<file path="src/rtl/pds_pkg.sv">
package pds_pkg;
  localparam int CTL_W      = 5;
  localparam int BIT_RSTN   = 0;
  localparam int BIT_ISO    = 1;
  localparam int BIT_MAIN   = 2;
  localparam int BIT_SEC    = 3;
  localparam int BIT_CLKDIS = 4;

  // Domain held off: clock disabled, isolated, reset asserted, switches open.
  localparam logic [CTL_W-1:0] CTL_OFF = 5'b10010;

  typedef enum logic [4:0] {
    ST_IDLE,
    ST_U_BUCK, ST_U_MAIN, ST_U_SEC, ST_U_ACK, ST_U_CLK, ST_U_ISO, ST_U_RST,
    ST_U_SRAM_GO, ST_U_SRAM_W, ST_U_BP_GO, ST_U_BP_W,
    ST_D_BP_GO, ST_D_BP_W, ST_D_SRAM_GO, ST_D_SRAM_W,
    ST_D_BUCK, ST_D_ISO, ST_D_CLK, ST_D_RST, ST_D_SEC, ST_D_MAIN, ST_D_ACK,
    ST_R_BP_GO, ST_R_BP_W, ST_R_SRAM_GO, ST_R_SRAM_W
  } seq_state_t;
endpackage

</file>
<file path="src/rtl/pds_sync.sv">
module pds_sync #(
  parameter int W      = 2,
  parameter int STAGES = 2
) (
  input  logic         clk,
  input  logic         rst_n,
  input  logic [W-1:0] d,
  output logic [W-1:0] q
);
  for (genvar g = 0; g < STAGES; g++) begin : g_stage
    logic [W-1:0] r;
    if (g == 0) begin : g_first
      always_ff @(posedge clk or negedge rst_n) begin
        if (!rst_n) r <= '0;
        else        r <= d;
      end
    end else begin : g_next
      always_ff @(posedge clk or negedge rst_n) begin
        if (!rst_n) r <= '0;
        else        r <= g_stage[g-1].r;
      end
    end
  end

  assign q = g_stage[STAGES-1].r;
endmodule

</file>
<file path="src/rtl/pds_timer.sv">
module pds_timer #(
  parameter int LIMIT = 64
) (
  input  logic clk,
  input  logic rst_n,
  input  logic run,
  output logic expired
);
  localparam int CW = $clog2(LIMIT + 1);
  localparam logic [CW-1:0] LAST = CW'(LIMIT - 1);

  logic [CW-1:0] cnt;

  always_ff @(posedge clk or negedge rst_n) begin
    if (!rst_n)           cnt <= '0;
    else if (!run)        cnt <= '0;
    else if (cnt != LAST) cnt <= cnt + 1'b1;
  end

  assign expired = run && (cnt == LAST);

  a_r7_cnt_bound: assert property (@(posedge clk) disable iff (!rst_n)
    cnt <= LAST);
  a_r7_cnt_restart: assert property (@(posedge clk) disable iff (!rst_n)
    !run |=> (cnt == '0));
endmodule

</file>
<file path="src/rtl/pds_hs_port.sv">
module pds_hs_port (
  input  logic clk,
  input  logic rst_n,
  input  logic start,
  input  logic start_dir,
  input  logic sub_done,
  input  logic sub_err,
  output logic req,
  output logic dir,
  output logic ok,
  output logic fail
);
  logic req_q, dir_q;

  always_ff @(posedge clk or negedge rst_n) begin
    if (!rst_n) begin
      req_q <= 1'b0;
      dir_q <= 1'b0;
    end else if (start) begin
      req_q <= 1'b1;
      dir_q <= start_dir;
    end else if (req_q && (sub_done || sub_err)) begin
      req_q <= 1'b0;
    end
  end

  assign req  = req_q;
  assign dir  = dir_q;
  assign ok   = req_q && sub_done;
  assign fail = req_q && sub_err && !sub_done;

  a_r11_req_hold: assert property (@(posedge clk) disable iff (!rst_n)
    (req_q && !sub_done && !sub_err) |=> req_q);
  a_r11_dir_stable: assert property (@(posedge clk) disable iff (!rst_n)
    (req_q && !start) |=> (dir_q == $past(dir_q)));
endmodule

</file>
<file path="src/rtl/pwr_domain_seq.sv">
module pwr_domain_seq
  import pds_pkg::*;
#(
  parameter int ACK_TIMEOUT  = 64,
  parameter int SYNC_STAGES  = 2,
  parameter int HAS_BUCK_ISO = 1
) (
  input  logic             clk,
  input  logic             rst_n,
  input  logic             req_valid,
  input  logic             req_on,
  output logic             req_ready,
  input  logic             ack_main,
  input  logic             ack_sec,
  output logic [CTL_W-1:0] pwr_ctl,
  output logic             buck_iso,
  output logic             sram_req,
  output logic             sram_en,
  input  logic             sram_done,
  input  logic             sram_err,
  output logic             bp_req,
  output logic             bp_release,
  input  logic             bp_done,
  input  logic             bp_err,
  output logic             busy,
  output logic             done,
  output logic             error
);
  localparam logic BUCK_RST = (HAS_BUCK_ISO != 0);

  seq_state_t       st;
  logic [CTL_W-1:0] ctl_q;
  logic             buck_q, unwind_q, done_q, err_q;

  // acknowledge synchronizer
  logic [1:0] ack_s;
  logic       all_on, all_off;

  pds_sync #(.W(2), .STAGES(SYNC_STAGES)) u_ack_sync (
    .clk(clk), .rst_n(rst_n), .d({ack_sec, ack_main}), .q(ack_s)
  );
  assign all_on  = &ack_s;
  assign all_off = ~|ack_s;

  // acknowledge timeout
  logic tmr_run, tmr_exp;
  assign tmr_run = (st == ST_U_ACK) || (st == ST_D_ACK);

  pds_timer #(.LIMIT(ACK_TIMEOUT)) u_ack_tmr (
    .clk(clk), .rst_n(rst_n), .run(tmr_run), .expired(tmr_exp)
  );

  // helper handshake ports
  logic sram_start, sram_start_dir, sram_ok, sram_fail;
  logic bp_start, bp_start_dir, bp_ok, bp_fail;

  assign sram_start     = (st == ST_U_SRAM_GO) || (st == ST_D_SRAM_GO) || (st == ST_R_SRAM_GO);
  assign sram_start_dir = (st == ST_U_SRAM_GO);
  assign bp_start       = (st == ST_U_BP_GO) || (st == ST_D_BP_GO) || (st == ST_R_BP_GO);
  assign bp_start_dir   = (st == ST_U_BP_GO);

  pds_hs_port u_sram_port (
    .clk(clk), .rst_n(rst_n), .start(sram_start), .start_dir(sram_start_dir),
    .sub_done(sram_done), .sub_err(sram_err),
    .req(sram_req), .dir(sram_en), .ok(sram_ok), .fail(sram_fail)
  );

  pds_hs_port u_bp_port (
    .clk(clk), .rst_n(rst_n), .start(bp_start), .start_dir(bp_start_dir),
    .sub_done(bp_done), .sub_err(bp_err),
    .req(bp_req), .dir(bp_release), .ok(bp_ok), .fail(bp_fail)
  );

  // sequencer
  always_ff @(posedge clk or negedge rst_n) begin
    if (!rst_n) begin
      st       <= ST_IDLE;
      ctl_q    <= CTL_OFF;
      buck_q   <= BUCK_RST;
      unwind_q <= 1'b0;
      done_q   <= 1'b0;
      err_q    <= 1'b0;
    end else begin
      done_q <= 1'b0;
      err_q  <= 1'b0;
      case (st)
        ST_IDLE: if (req_valid) begin
          unwind_q <= 1'b0;
          st       <= req_on ? ST_U_BUCK : ST_D_BP_GO;
        end
        // power-up
        ST_U_BUCK: begin
          if (HAS_BUCK_ISO != 0) buck_q <= 1'b0;
          st <= ST_U_MAIN;
        end
        ST_U_MAIN: begin ctl_q[BIT_MAIN] <= 1'b1; st <= ST_U_SEC; end
        ST_U_SEC:  begin ctl_q[BIT_SEC]  <= 1'b1; st <= ST_U_ACK; end
        ST_U_ACK: begin
          if (all_on) st <= ST_U_CLK;
          else if (tmr_exp) begin st <= ST_IDLE; err_q <= 1'b1; end
        end
        ST_U_CLK: begin ctl_q[BIT_CLKDIS] <= 1'b0; st <= ST_U_ISO; end
        ST_U_ISO: begin ctl_q[BIT_ISO]    <= 1'b0; st <= ST_U_RST; end
        ST_U_RST: begin ctl_q[BIT_RSTN]   <= 1'b1; st <= ST_U_SRAM_GO; end
        ST_U_SRAM_GO: st <= ST_U_SRAM_W;
        ST_U_SRAM_W: begin
          if (sram_ok) st <= ST_U_BP_GO;
          else if (sram_fail) begin unwind_q <= 1'b1; st <= ST_D_BUCK; end
        end
        ST_U_BP_GO: st <= ST_U_BP_W;
        ST_U_BP_W: begin
          if (bp_ok) begin st <= ST_IDLE; done_q <= 1'b1; end
          else if (bp_fail) st <= ST_R_BP_GO;
        end
        // unwind of a failed bus-protection release
        ST_R_BP_GO: st <= ST_R_BP_W;
        ST_R_BP_W:  if (bp_ok || bp_fail) st <= ST_R_SRAM_GO;
        ST_R_SRAM_GO: st <= ST_R_SRAM_W;
        ST_R_SRAM_W: if (sram_ok || sram_fail) begin
          unwind_q <= 1'b1;
          st       <= ST_D_BUCK;
        end
        // power-down
        ST_D_BP_GO: st <= ST_D_BP_W;
        ST_D_BP_W: begin
          if (bp_ok) st <= ST_D_SRAM_GO;
          else if (bp_fail) begin st <= ST_IDLE; err_q <= 1'b1; end
        end
        ST_D_SRAM_GO: st <= ST_D_SRAM_W;
        ST_D_SRAM_W: begin
          if (sram_ok) st <= ST_D_BUCK;
          else if (sram_fail) begin st <= ST_IDLE; err_q <= 1'b1; end
        end
        ST_D_BUCK: begin
          if (HAS_BUCK_ISO != 0) buck_q <= 1'b1;
          st <= ST_D_ISO;
        end
        ST_D_ISO: begin ctl_q[BIT_ISO]    <= 1'b1; st <= ST_D_CLK; end
        ST_D_CLK: begin ctl_q[BIT_CLKDIS] <= 1'b1; st <= ST_D_RST; end
        ST_D_RST: begin ctl_q[BIT_RSTN]   <= 1'b0; st <= ST_D_SEC; end
        ST_D_SEC: begin ctl_q[BIT_SEC]    <= 1'b0; st <= ST_D_MAIN; end
        ST_D_MAIN: begin
          ctl_q[BIT_MAIN] <= 1'b0;
          if (unwind_q) begin st <= ST_IDLE; err_q <= 1'b1; end
          else st <= ST_D_ACK;
        end
        ST_D_ACK: begin
          if (all_off) begin st <= ST_IDLE; done_q <= 1'b1; end
          else if (tmr_exp) begin st <= ST_IDLE; err_q <= 1'b1; end
        end
        default: st <= ST_IDLE;
      endcase
    end
  end

  assign pwr_ctl   = ctl_q;
  assign buck_iso  = buck_q;
  assign busy      = (st != ST_IDLE);
  assign req_ready = !busy;
  assign done      = done_q;
  assign error     = err_q;

  a_r2_accept: assert property (@(posedge clk) disable iff (!rst_n)
    (req_valid && req_ready) |=> busy);
  a_r4_clk_after_ack: assert property (@(posedge clk) disable iff (!rst_n)
    $fell(ctl_q[BIT_CLKDIS]) |-> $past(all_on, 2));
  a_r6_buck_first: assert property (@(posedge clk) disable iff (!rst_n)
    $rose(ctl_q[BIT_MAIN]) |-> (!buck_q || HAS_BUCK_ISO == 0));
  a_r11_one_change: assert property (@(posedge clk) disable iff (!rst_n)
    $countones({buck_q, ctl_q} ^ $past({buck_q, ctl_q})) <= 1);
  a_r12_exclusive: assert property (@(posedge clk) disable iff (!rst_n)
    !(done_q && err_q));
  a_r12_pulse: assert property (@(posedge clk) disable iff (!rst_n)
    (done_q || err_q) |=> !(done_q || err_q));
  a_r12_idle_on_end: assert property (@(posedge clk) disable iff (!rst_n)
    (done_q || err_q) |-> !busy);
endmodule

</file>
<file path="config.mk">
export PLATFORM = sky130hd
export DESIGN_NAME = pwr_domain_seq
export DESIGN_NICKNAME = d
export VERILOG_FILES = /design/src/rtl/pds_pkg.sv /design/src/rtl/pds_sync.sv /design/src/rtl/pds_timer.sv /design/src/rtl/pds_hs_port.sv /design/src/rtl/pwr_domain_seq.sv
export SDC_FILE = /design/constraint.sdc
export NUM_CORES = 1
export LEC_CHECK = 0
export ABC_AREA = 1
export BUFFER_PORTS_ARGS = -buffer_cell sky130_fd_sc_hd__buf_4
export CAP_MARGIN = 20
export CORE_MARGIN = 1
export CORE_UTILIZATION = 23
export DETAILED_ROUTE_END_ITERATION = 10
export PLACE_DENSITY = 0.45
export SLEW_MARGIN = 15
export SYNTH_ARGS = -nofsm -noshare
export SYNTH_HDL_FRONTEND = slang
export SYNTH_SLANG_ARGS = --single-unit
</file>
<file path="constraint.sdc">
create_clock -name clk -period 1.4 [get_ports clk]
set_input_delay 0.07 -clock clk [delete_from_list [all_inputs] [get_ports clk]]
set_output_delay 0.07 -clock clk [all_outputs]
set_load 0.03 [all_outputs]
</file>
==> implementation parameters, run 1 <==
Parameter                              Value

Worst setup path
  Category of the worst setup path capture point    flop
  Reg2reg setup slack    -0.23 ns
  Critical path startpoint category    flop
  Arrival time worst endpoint    1.80 ns
  WP data required    1.57 ns
  Critical path start-end classification    reg -> reg
  Biggest fanout along the worst timing path    7

Outcome
  Violated checks    negative setup slack
  Status    complete, but fails checks

Synth
  Fraction of the mapped netlist area in adder cells    0.7174%
  Asr flop ratio synth    100.0%
  Area share of and/or/nand/nor cells after synthesis    37.73%
  Number of flops mapped to enable cells by yosys    0
  Share of cell area taken by muxes after synthesis    0%
  Syn Area/Cell    7.061 um^2
  Sequential-to-total area share from yosys stat    41.82%
  Syn. warnings    0
  Post-Syn Instances    247
  Most used standard cell by instance count after synthesis    nand2_1
  Dominant synthesized flop cell    dfrtp_1
  Area share of the largest cell type after synthesis    37.30%
  Post-synthesis compound-gate area fraction    10.26%
  Yosys cell types    32
  Top post-synthesis cells by area    dfrtp_1, nand2_1, nand3_1, inv_1, nor2_1
  Summed instance area of the synthesized netlist    1744 um^2
  List of most frequent post-synthesis cells    nand2_1, inv_1, nand3_1
  Main combinational cell family by area after synthesis    simple AND/OR/NAND/NOR gates
  XOR/XNOR Fraction of Synth Area    0.5022%
  Flip-flop and latch count after synthesis    29
  Leading area contributor after synthesis    dfrtp_1
  Post-synthesis net count    258

Power
  Overall power after layout    5.936 mW
  Total power divided by cell area    2038 nW/um^2
  Maximum ir drop on the vdd rail    0.5841 mV
  Total leakage power    1.494 nW

Clock tree
  Clock insertion delay at the later pin of the skew report    0.29 ns
  Clock tree from TritonCTS    yes
  Buffer cell driving the clock tree root    clkbuf_8
  Maximum level of the CTS H-tree    2
  Count of clock tree sinks    29
  Cts bufs inserted    5
  Maximum number of buffers from clock root to sink    2
  Clock input transition at the sequential cells of the worst setup and hold paths    0.07 ns

STA
  Shortest clock period the worst path allows after layout    1.629 ns
  Max Freq    614.0 MHz
  Final number of setup-violating endpoints    17
  Max-slew violation total from the final report    0
  Final period util    116.3%
  Worst slew pin tran    0.4173 ns
  Worst Slack Setup Final    -0.2286 ns
  Largest clock skew in the final design    0.01111 ns
  Relative max-transition margin    71.93%
  Unrepaired setup endpoints after global routing    yes
  Endpoints failing hold    0

Floorplanning
  DIE WIDTH    89.08 um
  Die Height    89.08 um
  Core Box Area    7292 um^2
  Die area    7935 um^2
  Number of top-level design ports    24
  Initial Utilization    23.92%
  Cell Rows    31

Placed design
  Weighted congestion reported at the end of routability-driven placement    0.8807
  IO Port Bufs    23
  Total half-perimeter wirelength after legalization and detailed placement    4.085 mm

Drt
  Number of design rule violations left after detail routing    0
  Total via count after detailed routing    1,946
  Routed Antenna Nets    0
  First-iteration detailed-routing DRC count    127
  Mean routed wirelength per cell    12.49 um
  Total Routed Length    5.535 mm
  Post-DR vias/cell    4.393
  Count of TritonRoute iterations in the first routing pass    4

Layout
  Number of diodes added for antenna fixing    0
  Multi-input gate area    1045 um^2
  Layout cell share with drive strength beyond 1    45.06%
  Area growth syn-to-layout    67.00%
  Final core area utilization    39.95%
  Filler instances    789
  Area used by sequential logic in the layout    733.2 um^2
  Post-layout nets    354

Global route
  GRT Total Usage    14.92%
  Wire length of the first global-routing pass    8.680 mm
  Leftover overflow at the end of global routing    0
  Via count of the first global-routing pass    1,821
  Antenna violations before repair    0
  Maximum number of pins on one net before global-route repair    30

Run
  Max cap viols    0

Min path
  Type of the tightest min-delay check    in -> reg
==> placed cells by master (no fill, tap or decap), types with 2 or more instances in the layout <==
| master | synthesis | final |
|---|---|---|
| buf_4 | 0 | 76 |
| a21oi_1 | 4 | 3 |
| nand2_2 | 4 | 7 |
| nor2_2 | 3 | 3 |
| inv_2 | 7 | 9 |
| nor2_1 | 26 | 21 |
| nand2_4 | 0 | 4 |
| dfrtp_1 | 26 | 23 |
| o21ai_4 | 0 | 2 |
| clkinvlp_4 | 0 | 2 |
| nor2_4 | 3 | 8 |
| dlygate4sd3_1 | 0 | 3 |
| nand2_1 | 67 | 60 |
| dfrtp_2 | 0 | 3 |
| clkbuf_8 | 0 | 6 |
| buf_6 | 0 | 9 |
| nand3_1 | 30 | 22 |
| dfstp_2 | 3 | 3 |
| o21ai_0 | 14 | 6 |
| inv_1 | 32 | 27 |
| buf_12 | 0 | 3 |
| nand3_4 | 0 | 3 |
| inv_4 | 0 | 2 |
| o21ai_2 | 1 | 3 |
| nand3b_1 | 2 | 2 |
| nand3_2 | 2 | 7 |
| nand4_1 | 3 | 3 |
| o21ai_1 | 4 | 8 |
==> what timing repair did <==
| item | in CTS | in global routing |
|---|---|---|
| endpoints found under the hold margin | 28 | 0 |
| hold buffers | 3 | 0 |
| setup endpoints to repair | 16 | 26 |
| pin swaps | 11 | 21 |
| buffers inserted | 10 | 3 |
| gates resized for setup | 33 | 31 |
==> logic make-up after synthesis <==
| kind of cell | Yosys count |
|---|---|
| and+or+nand+nor | 144 |
| DFF | 29 |
| xor gates and xnor gates | 1 |
| AOI/OAI and AO/OA | 31 |
| buffers and inverters | 41 |
| adders and majority gates | 1 |
==> sequential cells by signal, summed over array words and instances, names as in the netlist <==
signal,count
u_ack_tmr.cnt,7
pwr_ctl,5
st,5
u_ack_sync.g_stage.r,2
u_ack_sync.q,2
buck_iso,1
done,1
error,1
u_bp_port.dir,1
u_bp_port.req,1
u_sram_port.dir,1
u_sram_port.req,1
unwind_q,1
==> per-stage QoR <==
stage | setup WS [ns] | cell area (um^2) | instances | hold WS (ns) | setup TNS, ns
6_report | -0.2286 | 2913 | 443 | 0.1506 | -2.117
5_1_grt | -0.3275 | 2913 | 443 | 0.1473 | -4.065
4_1_cts | -0.2378 | 2784 | 441 | 0.1338 | -2.292
3_5_place_dp | -0.1610 | 2485 | 421 | 0.03603 | -1.076
3_3_place_gp | -0.1778 | 2485 | 421 | 0.03405 | -1.176
2_1_floorplan | -0.06012 | 1755 | 247 | -0.2256 | -0.3379
==> final cells by class <==
| class | count | share of cell area (%) |
|---|---|---|
| clock inverter | 1 | 0.2577 |
| sequential | 29 | 25.17 |
| inverter | 39 | 5.326 |
| tap | 99 | 4.253 |
| clock buffer | 7 | 2.964 |
| multi-input combinational | 177 | 35.87 |
| timing repair buffer | 91 | 26.16 |
==> worst paths after layout <==
| path | start | endpoint | depth (start not counted) |
|---|---|---|---|
| max in group asynchronous | rst_n | pwr_ctl[1]$_DFFE_PN1P_ | 2 |
| max | st[1]$_DFFE_PN0P_ | st[0]$_DFFE_PN0P_ | 12 |
| min reg2reg | u_ack_sync.g_stage[0].r[0]$_DFF_PN0_ | u_ack_sync.q[0]$_DFF_PN0_ | 0 |
| min in group asynchronous | rst_n | st[1]$_DFFE_PN0P_ | 2 |
| max reg2reg | st[1]$_DFFE_PN0P_ | st[0]$_DFFE_PN0P_ | 12 |
| min | bp_done | error$_DFF_PN0_ | 3 |
==> metal layers <==
metal	up-vias	track usage, %	share of wire, %
met4	0	6.926	2.5
met3	12	3.047	4.7
met5	-	0	0
met2	53	23.11	47
li1	987	-	-
met1	894	19.93	46
==> where the power goes <==
group | total (mW) | internal, mW | switching [mW]
registers | 1.31 | 1.12 | 0.194
clock network | 0.753 | 0.399 | 0.354
logic | 3.87 | 1.74 | 2.14
==> critical path: stages, from the launching register on <==
cell and delay [ns]:
dfrtp_2 0.43, buf_12 0.14, nor2_4 0.08, inv_2 0.05, nor2_4 0.11, nand2_4 0.07, buf_6 0.12, o21ai_4 0.15
nor2_2 0.06, nand2_2 0.11, inv_4 0.06, nand2_1 0.05, o21ai_1 0.06
Note: power is estimated with default switching activity, not from simulation.
==> run 2, diff against run 1 <==
--- a/config.mk
+++ b/config.mk
@@ -11,7 +11,6 @@
 export CORE_MARGIN = 1
 export CORE_UTILIZATION = 23
 export DETAILED_ROUTE_END_ITERATION = 10
-export PLACE_DENSITY = 0.45
 export SLEW_MARGIN = 15
 export SYNTH_ARGS = -nofsm -noshare
 export SYNTH_HDL_FRONTEND = slang
==> constraint.sdc (replaced) <==
create_clock -name clk -period 1.9 [get_ports clk]
set_input_delay 0.095 -clock clk [delete_from_list [all_inputs] [get_ports clk]]
set_output_delay 0.095 -clock clk [all_outputs]
set_load 0.03 [all_outputs]
==> implementation parameters, run 2 (synthesized netlist as in run 1, its figures left out) <==
Parameter                              Value

Outcome
  Status    complete, no violations

Drt
  Routed Antenna Nets    0
  Number of design rule violations left after detail routing    0
  First-iteration detailed-routing DRC count    209
  Mean routed wirelength per cell    12.39 um
  Total via count after detailed routing    1,704
  Post-DR vias/cell    4.496
  Total Routed Length    4.696 mm
  Count of TritonRoute iterations in the first routing pass    4

Worst setup path
  Worst r2r path cells    10
  Arrival time worst endpoint    1.88 ns
  Critical path start-end classification    reg -> reg
  Critical path startpoint category    flop
  Critical path, cell by cell    nor2_4 -> inv_2 -> nor2_4 -> nand2_2 -> o21ai_2 -> nor2_1 -> nand2_2 -> inv_2 -> nand2_1 -> o21ai_1
  WP data required    2.07 ns
  Standard cell with the maximum stage delay on the critical path    dfrtp_1
  Biggest cell delay along the critical path    0.50 ns
  Category of the worst setup path capture point    flop
  Biggest fanout along the worst timing path    7

Power
  Maximum ir drop on the vdd rail    0.3340 mV
  Total power divided by cell area    1510 nW/um^2
  Overall power after layout    3.277 mW
  Total leakage power    1.160 nW

Global route
  Met2 routing resource usage after global routing    21.44%
  Wire length of the first global-routing pass    7.935 mm
  GR met1 Demand/Resource    17.69%
  Peak-usage layer in the global routing report    met2
  Maximum number of pins on one net before global-route repair    30
  Global routing usage on met3    2.308%
  Antenna violations before repair    0
  GRT Total Usage    13.25%
  Leftover overflow at the end of global routing    0
  Via count of the first global-routing pass    1,668

Floorplanning
  DIE WIDTH    89.08 um
  Number of top-level design ports    24
  Cell Rows    31
  Core Box Area    7292 um^2
  Die Height    89.08 um
  Die area    7935 um^2
  Initial Utilization    23.92%

STA
  Unrepaired setup endpoints after global routing    no
  Worst slew pin tran    0.5838 ns
  Final number of setup-violating endpoints    0
  Worst Slack Setup Final    0.1919 ns
  Relative max-transition margin    60.72%
  Max-slew violation total from the final report    0
  Max Freq    585.4 MHz
  Hold WS    0.1693 ns
  Endpoints failing hold    0
  Largest clock skew in the final design    0.005328 ns
  Setup_tns    0 ns
  Final period util    89.90%
  Shortest clock period the worst path allows after layout    1.708 ns

Layout
  Register containing the most flip-flops in the final layout    u_ack_tmr.cnt
  Number of flip-flops in the largest register    7
  Post-layout nets    290
  Number of diodes added for antenna fixing    0
  Most used cells in the layout excluding fill and tap cells    nand2_1, inv_1, nand3_1
  Area growth syn-to-layout    24.39%
  Layout cell share with drive strength beyond 1    20.00%
  Commonest non-fill, non-tap cell in the layout    nand2_1
  Filler instances    810

Clock tree
  Clock input transition at the sequential cells of the worst setup and hold paths    0.07 ns
  Cts bufs inserted    5
  Maximum number of buffers from clock root to sink    2
  Count of clock tree sinks    29
  Clock tree from TritonCTS    yes
  Maximum level of the CTS H-tree    2
  Clock insertion delay at the later pin of the skew report    0.29 ns
  Buffer cell driving the clock tree root    clkbuf_8

Min path
  Type of the tightest min-delay check    in -> reg
  Hold Path Depth    3

Placed design
  Weighted congestion reported at the end of routability-driven placement    0.8990
  Total half-perimeter wirelength after legalization and detailed placement    3.582 mm
  IO Port Bufs    23
  Dpl ws    0.2138 ns

Run
  Max cap viols    0
## run 2: timing repair
action | 4_1_cts | 5_1_grt
setup buffers | 0 | 0
hold buffers | 3 | 0
endpoints found under the setup margin | 0 | 0
gates resized for setup | 0 | 0
hold endpoints to repair | 28 | 0
## run 2: area by class of cell
| type | count | area (um^2) | area share, % |
|---|---|---|---|
| inverter | 39 | 146.4 | 6.747 |
| timing repair buffer | 27 | 210.2 | 9.689 |
| clock inverter | 1 | 5.005 | 0.2307 |
| multi-input combinational | 177 | 858.3 | 39.56 |
| sequential | 29 | 729.5 | 33.62 |
| clock buffer | 7 | 96.34 | 4.441 |
| tap | 99 | 123.9 | 5.709 |
## run 2: metrics by stage
step                      instance area [um^2]  cells  util, %
after CTS                                 2170    379    29.75
after global placement                    2038    368    27.95
after detailed placement                  2038    368    27.95
final                                     2170    379    29.75
after global routing                      2170    379    29.75
after floorplan                           1744    247        -
## run 2: worst paths after layout
path,slack [ns],startpoint,end
max,0.19,st[1]$_DFFE_PN0P_,st[0]$_DFFE_PN0P_
min,0.17,bp_err,error$_DFF_PN0_
max reg2reg,0.19,st[1]$_DFFE_PN0P_,st[0]$_DFFE_PN0P_
min reg2reg,0.35,u_ack_sync.g_stage[0].r[0]$_DFF_PN0_,u_ack_sync.q[0]$_DFF_PN0_
max in group asynchronous,1.32,rst_n,buck_iso$_DFFE_PN1P_
min in group asynchronous,0.26,rst_n,unwind_q$_DFFE_PN0P_
## run 2: where the power goes
| group | total (mW) | internal, mW | leakage [nW] | switching (mW) |
|---|---|---|---|---|
| registers | 0.983 | 0.818 | 0.366 | 0.166 |
| logic | 1.72 | 0.546 | 0.739 | 1.17 |
| clock network | 0.577 | 0.327 | 0.0542 | 0.250 |
| total | 3.28 | 1.69 | 1.16 | 1.59 |
## run 2: metal layers
layer	share of wire, %	wire (um)	vias up
met5	0	0	-
met4	1.9	87	0
met3	5.2	243	8
met2	45	2134	53
met1	47	2230	785
li1	-	-	858
## run 2: critical path: cells and delay by family, from the launching register on
kind | cells | cell delay [ns]
AO/OA/AOI/OAI | 2 | 0.22
buffers and inverters | 2 | 0.17
flip-flops | 1 | 0.50
AND/OR/NAND/NOR | 6 | 0.71
